$ cat src/rtl/tmr13_pkg.sv
package tmr13_pkg;
    typedef enum logic [1:0] {
        SEL_LOW  = 2'd0,
        SEL_HIGH = 2'd1,
        SEL_CTRL = 2'd2
    } regsel_e;

    localparam int CTL_RUN  = 0;
    localparam int CTL_GATE = 1;
    localparam int CTL_CNT  = 2;
    localparam int CTL_FAST = 3;
    localparam int CTL_TOG  = 4;
    localparam int CTL_FLAG = 5;

    typedef struct packed {
        logic tog_en;
        logic fast;
        logic cnt_mode;
        logic gate;
        logic run;
    } ctrl_t;
endpackage

$ cat src/rtl/tmr13_prescale.sv
module tmr13_prescale #(
    parameter int DIV_FAST = 6,
    parameter int DIV_SLOW = 12
) (
    input  logic clk,
    input  logic rst_n,
    input  logic en,
    input  logic fast_sel,
    output logic tick
);
    localparam int PW = $clog2(DIV_SLOW + 1);

    logic [PW-1:0] cnt_q;
    logic [PW-1:0] lim;

    always_comb begin
        lim  = fast_sel ? PW'(DIV_FAST) : PW'(DIV_SLOW);
        tick = en && (cnt_q >= lim - 1'b1);
    end

    always_ff @(posedge clk or negedge rst_n) begin
        if (!rst_n)      cnt_q <= '0;
        else if (!en)    cnt_q <= '0;
        else if (tick)   cnt_q <= '0;
        else             cnt_q <= cnt_q + 1'b1;
    end


    presc_step_chk: assert property (@(posedge clk) disable iff (!rst_n)
        (en && !tick) |=> (cnt_q == $past(cnt_q) + 1'b1));
endmodule

$ cat src/rtl/tmr13_edge_fsm.sv
module tmr13_edge_fsm (
    input  logic clk,
    input  logic rst_n,
    input  logic pin_in,
    output logic fall_evt
);
    typedef enum logic {EDGE_HIGH, EDGE_LOW} edge_st_e;

    edge_st_e st_q, st_d;
    logic sync1_q, sync2_q;

    always_ff @(posedge clk or negedge rst_n) begin
        if (!rst_n) begin
            sync1_q <= 1'b1;
            sync2_q <= 1'b1;
        end else begin
            sync1_q <= pin_in;
            sync2_q <= sync1_q;
        end
    end

    always_ff @(posedge clk or negedge rst_n) begin
        if (!rst_n) st_q <= EDGE_HIGH;
        else        st_q <= st_d;
    end

    always_comb begin
        st_d     = st_q;
        fall_evt = 1'b0;
        unique case (st_q)
            EDGE_HIGH: if (!sync2_q) begin
                st_d     = EDGE_LOW;
                fall_evt = 1'b1;
            end
            EDGE_LOW:  if (sync2_q) st_d = EDGE_HIGH;
            default:   st_d = EDGE_HIGH;
        endcase
    end


    edge_state_chk: assert property (@(posedge clk) disable iff (!rst_n)
        fall_evt |=> (st_q == EDGE_LOW));
endmodule

$ cat src/rtl/tmr13_count_core.sv
module tmr13_count_core #(
    parameter int HI_W = 8,
    parameter int LO_W = 5
) (
    input  logic            clk,
    input  logic            rst_n,
    input  logic            step,
    input  logic            wr_lo,
    input  logic            wr_hi,
    input  logic [7:0]      wr_data,
    output logic [LO_W-1:0] lo_q,
    output logic [HI_W-1:0] hi_q,
    output logic            ovf
);
    localparam int CW = HI_W + LO_W;

    logic [CW-1:0] cnt_q;
    logic          any_wr;

    assign lo_q   = cnt_q[LO_W-1:0];
    assign hi_q   = cnt_q[CW-1:LO_W];
    assign any_wr = wr_lo || wr_hi;
    assign ovf    = step && !any_wr && (&cnt_q);

    always_ff @(posedge clk or negedge rst_n) begin
        if (!rst_n) begin
            cnt_q <= '0;
        end else if (any_wr) begin
            if (wr_lo) cnt_q[LO_W-1:0] <= wr_data[LO_W-1:0];
            if (wr_hi) cnt_q[CW-1:LO_W] <= wr_data[HI_W-1:0];
        end else if (step) begin
            cnt_q <= cnt_q + 1'b1;
        end
    end


    count_hold_chk: assert property (@(posedge clk) disable iff (!rst_n)
        (!step && !any_wr) |=> $stable(cnt_q));


    carry_chk: assert property (@(posedge clk) disable iff (!rst_n)
        (step && !any_wr && (&lo_q) && !(&hi_q)) |=> (hi_q == $past(hi_q) + 1'b1));
endmodule

$ cat src/rtl/tmr13_gated.sv
module tmr13_gated #(
    parameter int DIV_FAST = 6,
    parameter int DIV_SLOW = 12,
    parameter int HI_W     = 8,
    parameter int LO_W     = 5
) (
    input  logic       clk,
    input  logic       rst_n,
    input  logic       wr_en,
    input  logic [1:0] wr_sel,
    input  logic [7:0] wr_data,
    input  logic [1:0] rd_sel,
    output logic [7:0] rd_data,
    input  logic       cnt_pin_in,
    input  logic       gate_pin,
    input  logic       intr_ack,
    output logic       ovf_flag,
    output logic       tog_out,
    output logic       tog_oe
);
    import tmr13_pkg::*;

    ctrl_t ctl_q;
    logic  flag_q, tog_q;
    logic  gate_s1_q, gate_s2_q;
    logic  count_en, presc_tick, fall_evt, step, core_ovf;
    logic  wr_lo, wr_hi, wr_ctl;
    logic [LO_W-1:0] lo_q;
    logic [HI_W-1:0] hi_q;

    assign wr_lo  = wr_en && (wr_sel == SEL_LOW);
    assign wr_hi  = wr_en && (wr_sel == SEL_HIGH);
    assign wr_ctl = wr_en && (wr_sel == SEL_CTRL);

    always_ff @(posedge clk or negedge rst_n) begin
        if (!rst_n) begin
            gate_s1_q <= 1'b0;
            gate_s2_q <= 1'b0;
        end else begin
            gate_s1_q <= gate_pin;
            gate_s2_q <= gate_s1_q;
        end
    end

    assign count_en = ctl_q.run && (!ctl_q.gate || gate_s2_q);
    assign step     = count_en && (ctl_q.cnt_mode ? fall_evt : presc_tick);

    tmr13_prescale #(.DIV_FAST(DIV_FAST), .DIV_SLOW(DIV_SLOW)) presc_i (
        .clk(clk), .rst_n(rst_n),
        .en(count_en && !ctl_q.cnt_mode),
        .fast_sel(ctl_q.fast), .tick(presc_tick)
    );

    tmr13_edge_fsm edge_i (
        .clk(clk), .rst_n(rst_n), .pin_in(cnt_pin_in), .fall_evt(fall_evt)
    );

    tmr13_count_core #(.HI_W(HI_W), .LO_W(LO_W)) core_i (
        .clk(clk), .rst_n(rst_n), .step(step),
        .wr_lo(wr_lo), .wr_hi(wr_hi), .wr_data(wr_data),
        .lo_q(lo_q), .hi_q(hi_q), .ovf(core_ovf)
    );

    always_ff @(posedge clk or negedge rst_n) begin
        if (!rst_n) begin
            ctl_q  <= '0;
            flag_q <= 1'b0;
            tog_q  <= 1'b0;
        end else begin
            if (wr_ctl) ctl_q <= ctrl_t'(wr_data[CTL_TOG:CTL_RUN]);
            if (core_ovf)      flag_q <= 1'b1;
            else if (wr_ctl)   flag_q <= wr_data[CTL_FLAG];
            else if (intr_ack) flag_q <= 1'b0;
            if (core_ovf && ctl_q.tog_en) tog_q <= !tog_q;
        end
    end

    always_comb begin
        rd_data = '0;
        unique case (rd_sel)
            SEL_LOW:  rd_data[LO_W-1:0] = lo_q;
            SEL_HIGH: rd_data[HI_W-1:0] = hi_q;
            SEL_CTRL: rd_data[CTL_FLAG:0] = {flag_q, ctl_q};
            default:  rd_data = '0;
        endcase
    end

    assign ovf_flag = flag_q;
    assign tog_out  = tog_q;
    assign tog_oe   = ctl_q.tog_en;


    ovf_sets_flag_chk: assert property (@(posedge clk) disable iff (!rst_n)
        core_ovf |=> ovf_flag);


    tog_only_on_ovf_chk: assert property (@(posedge clk) disable iff (!rst_n)
        !$stable(tog_out) |-> $past(core_ovf && ctl_q.tog_en));


    no_tick_when_off_chk: assert property (@(posedge clk) disable iff (!rst_n)
        !count_en |-> !presc_tick);
endmodule

$ cat config.mk
export PLATFORM = sky130hd
export DESIGN_NAME = tmr13_gated
export DESIGN_NICKNAME = d
export VERILOG_FILES = /design/src/rtl/tmr13_pkg.sv /design/src/rtl/tmr13_prescale.sv /design/src/rtl/tmr13_edge_fsm.sv /design/src/rtl/tmr13_count_core.sv /design/src/rtl/tmr13_gated.sv
export SDC_FILE = /design/constraint.sdc
export NUM_CORES = 1
export LEC_CHECK = 0
export CAP_MARGIN = 20
export CORE_ASPECT_RATIO = 1.1
export CORE_MARGIN = 2
export CORE_UTILIZATION = 59
export CTS_BUF_LIST = sky130_fd_sc_hd__clkbuf_8
export CTS_CLUSTER_DIAMETER = 30
export DETAILED_ROUTE_END_ITERATION = 10
export HOLD_SLACK_MARGIN = 0.1
export PLACE_DENSITY = 0.87
export SKIP_CTS_REPAIR_TIMING = 1
export SYNTH_ARGS = -nofsm -noshare
export SYNTH_HDL_FRONTEND = slang
export SYNTH_SLANG_ARGS = --single-unit
export TNS_END_PERCENT = 5
$ cat constraint.sdc
create_clock -name clk -period 4.47 [get_ports clk]
set_input_delay 0.447 -clock clk [delete_from_list [all_inputs] [get_ports clk]]
set_output_delay 0.447 -clock clk [all_outputs]
set_load 0.05 [all_outputs]
==> flow_summary_export.csv <==
group,metric,value,unit
final_layout,post_layout_nonfiller_instances,244,
worst_setup_path,startpoint,"rd_sel[1]",
timing,worstMarginPinSlew,513.5,ps
floorplanning,die_height,62.02,um
synthesis,yosysUniqueCellTypes,45,
drt,avgRoutedWirePerCell,18.83,um
final_layout,nFillCells,230,
drt,drcViolationCount,0,
clock_network,path_clk_slew,60,ps
clock_network,htreeDepth,2,
flow_run,max_cap_viol_count,0,
synthesis,seq_area_frac_synth,40.33,%
clock_network,clk_path_buf_depth,2,
synthesis,netlist_area,1805,sq um
worst_setup_path,reg2reg_from,"ctl_q[3]",
synthesis,synth_xor_area_share,1.455,%
clock_network,cts-root-buf,"clkbuf_8",
synthesis,syn_inst,178,
power,p_sw,0.3884,mW
final_layout,syn_to_final_growth,22.31,%
floorplanning,io-pin-count,29,
drt,drt_pass1_iterations,6,
placement,post_dp_cell_area,2107,sq um
worst_setup_path,rr_endpoint,"core_i.cnt_q[1]",
final_layout,diodes,0,
worst_setup_path,worstSetupPathType,"input pin to output port",
placement,dp.cells,236,
worst_setup_path,cp_max_fo,5,
global_routing,grt_usage,28.40,%
floorplanning,rows,21,
power,ir_drop,0.0003418,V
timing,hold_violations,0,
final_layout,final_common_cell,"clkdlybuf4s50_1",
synthesis,async_flop_share,100.0,%
worst_setup_path,startpoint_type,"input pin",
synthesis,syn_avg_cell_area,10.14,sq um
clock_network,cts_buffers,5,
worst_setup_path,rrSetupSlack,2440,ps
global_routing,grt_max_degree,30,
power,seq_power_share,40.0,%
clock_network,clock_latency,280,ps
power,power_density,441.1,nW/um^2
timing,fin_crit,2946,ps
synthesis,ys_seq_elements,29,
worst_setup_path,endpoint,"rd_data[3]",
worst_setup_path,cp.arrival,2500,ps
clock_network,clock_sinks,29,
worst_setup_path,end_kind,"output port",
global_routing,grt_pass1_wl,7458,um
synthesis,synth-compound-area-share,21.62,%
synthesis,synth_edf_count,0,
final_layout,drive_gt1_share,14.29,%
timing,clock.fmax,339.5,MHz
drt,drt_iter0_markers,139,
timing,final_max_slew_viol_count,0,
timing,fin_setup_tns,0,ps
worst_setup_path,crit_required,4020,ps
drt,vias,1646,
floorplanning,design.core.area,2995,sq um
drt,route.antenna.remaining_nets,0,
synthesis,synth_fa_ha_area_share,6.237,%
placement,gp_congestion,0.9143,
clock_network,cts_tree,"yes",
synthesis,yosys_most_used_dff,"dfrtp_1",
min_path,worst_hold_path_type,"flip-flop to flip-flop",
timing,rsz0062_at_grt,"false",
timing,skew,7.502,ps
floorplanning,die_x,56.75,um
drt,drt-total-wl,4594,um
power,p_comb_share,35.7,%
global_routing,grt_pass1_vias,1527,
synthesis,synth_warnings,0,
power,pwr-share-clk,24.3,%
power,p_leak,0.9096,nW
drt,avgViaCountPerCell,6.746,
synthesis,synth_top_family_by_area,"simple AND/OR/NAND/NOR gates",
global_routing,grt_antenna_before_repair,0,
timing,min_period_over_period,65.90,%
global_routing,gr-total-overflow,0,
synthesis,syn_nets,205,
power,intPower,0.5857,mW
placement,portBuffers,28,
synthesis,synthSimpleGateAreaFrac,23.35,%
power,p_sw_share,39.87,%
timing,setup_violations,0,
final_layout,final_area,2208,sq um
worst_setup_path,reg2regPathDepth,5,
final_layout,nets,236,
timing,slew_headroom,65.66,%
final_layout,final_cell_mix,"clkdlybuf4s50_1 (28), dfrtp_1 (27), nand2_1 (17), nand3_1 (12), nor2_1 (11)",
floorplanning,initial_core_util,60.28,%
floorplanning,fp.dieArea,3519,sq um
placement,hpwl,3329,um
status,status,"completed",
synthesis,synth_mux_area_share,3.742,%
==> layout make-up <==
class	instances	area [sq um]	area share, %
Clock inverter	1	5.005	0.2266
Tap cell	34	42.54	1.926
Multi-Input combinational cell	137	1018	46.12
Sequential cell	29	728.2	32.97
Clock buffer	7	96.34	4.363
Timing Repair Buffer	30	295.3	13.37
Inverter	6	22.52	1.020
==> registers in the layout, indices dropped and copies added, names as in the netlist <==
register / count
ovf_flag: 1
core_i.cnt_q: 13
ctl_q: 4
presc_i.cnt_q: 4
edge_i.st_q: 1
tog_oe: 1
edge_i.sync1_q: 1
tog_out: 1
edge_i.sync2_q: 1
gate_s2_q: 1
gate_s1_q: 1
==> worst max-delay path, cell delays in order <==
cell and delay [ps]:
clkdlybuf4s50_1 530, inv_1 100, ha_1 250, a222oi_1 390, nor2_1 70, clkdlybuf4s50_1 710
==> cell usage after synthesis, types with 2 or more instances <==
library cell / count / share of area, %
o221ai_2: 2 / 1.7
o221ai_1: 6 / 2.9
nand2_1: 17 / 3.5
nor2_1: 11 / 2.3
nand3b_1: 2 / 0.83
ha_1: 9 / 6.2
a311oi_1: 3 / 1.5
a21oi_2: 2 / 0.97
and2_1: 3 / 1.0
a211oi_1: 8 / 3.3
dfrtp_1: 27 / 37
o211ai_1: 2 / 0.83
nand3_1: 12 / 3.3
nor4_1: 2 / 0.69
nor2b_1: 2 / 0.69
inv_1: 6 / 1.2
nand2b_1: 2 / 0.69
nor3_1: 3 / 0.83
o21ai_1: 4 / 1.1
o31a_1: 4 / 1.9
dfstp_2: 2 / 2.9
nand4_4: 3 / 3.5
a222oi_1: 5 / 2.8
mux2_2: 5 / 3.1
buf_2: 5 / 1.4
xor2_1: 2 / 0.97
o21ai_0: 4 / 1.1
a21oi_1: 5 / 1.4
and3_1: 4 / 1.4
==> kinds of logic after synthesis <==
logic type      Yosys count
compound gates           50
xor+xnor                  3
mux                       6
flops                    29
buf+inv                  12
fa+ha+maj                 9
simple gates             69
==> power by group through the flow <==
stage	clock, mW	sequential [mW]	combinational, mW
finish	0.237	0.390	0.347
global route	0.253	0.397	0.381
CTS	0.239	0.387	0.345
detailed placement	0	0.391	0.340
global placement	0	0.388	0.330
floorplan	0	0.363	0.274
==> routing by layer <==
metal  wire length, um  vias up  GRT usage (%)
met5                 0        -              0
met4               118        0          12.96
met3               395       16          5.176
met2              2245       84          46.18
met1              1834      795          37.88
li1                  -      751              -
==> worst min path at each step <==
stage | from | end | slack (ps) | cells past startpoint
final | gate_s1_q | gate_s2_q | 350 | 0
after global routing | edge_i.sync1_q | edge_i.sync2_q | 360 | 0
after CTS | gate_s1_q | gate_s2_q | 360 | 0
after detailed placement | gate_s1_q | gate_s2_q | 340 | 0
after global placement | gate_s1_q | gate_s2_q | 350 | 0
after floorplan | rst_n | core_i.cnt_q[0] | 150 | 0
==> stage by stage <==
stage                     util [%]  setup WS [ps]  hold slack (ps)  power [mW]
final                        73.73           1524            351.4      0.9741
after floorplan                  -           2448            151.4      0.6371
after CTS                    73.73           1548            356.7      0.9720
after global placement       70.34           1627            345.6      0.7178
after detailed placement     70.34           1564            343.6      0.7314
after global routing         73.73           1457            363.8       1.031
(Power assumes the default switching activity.)
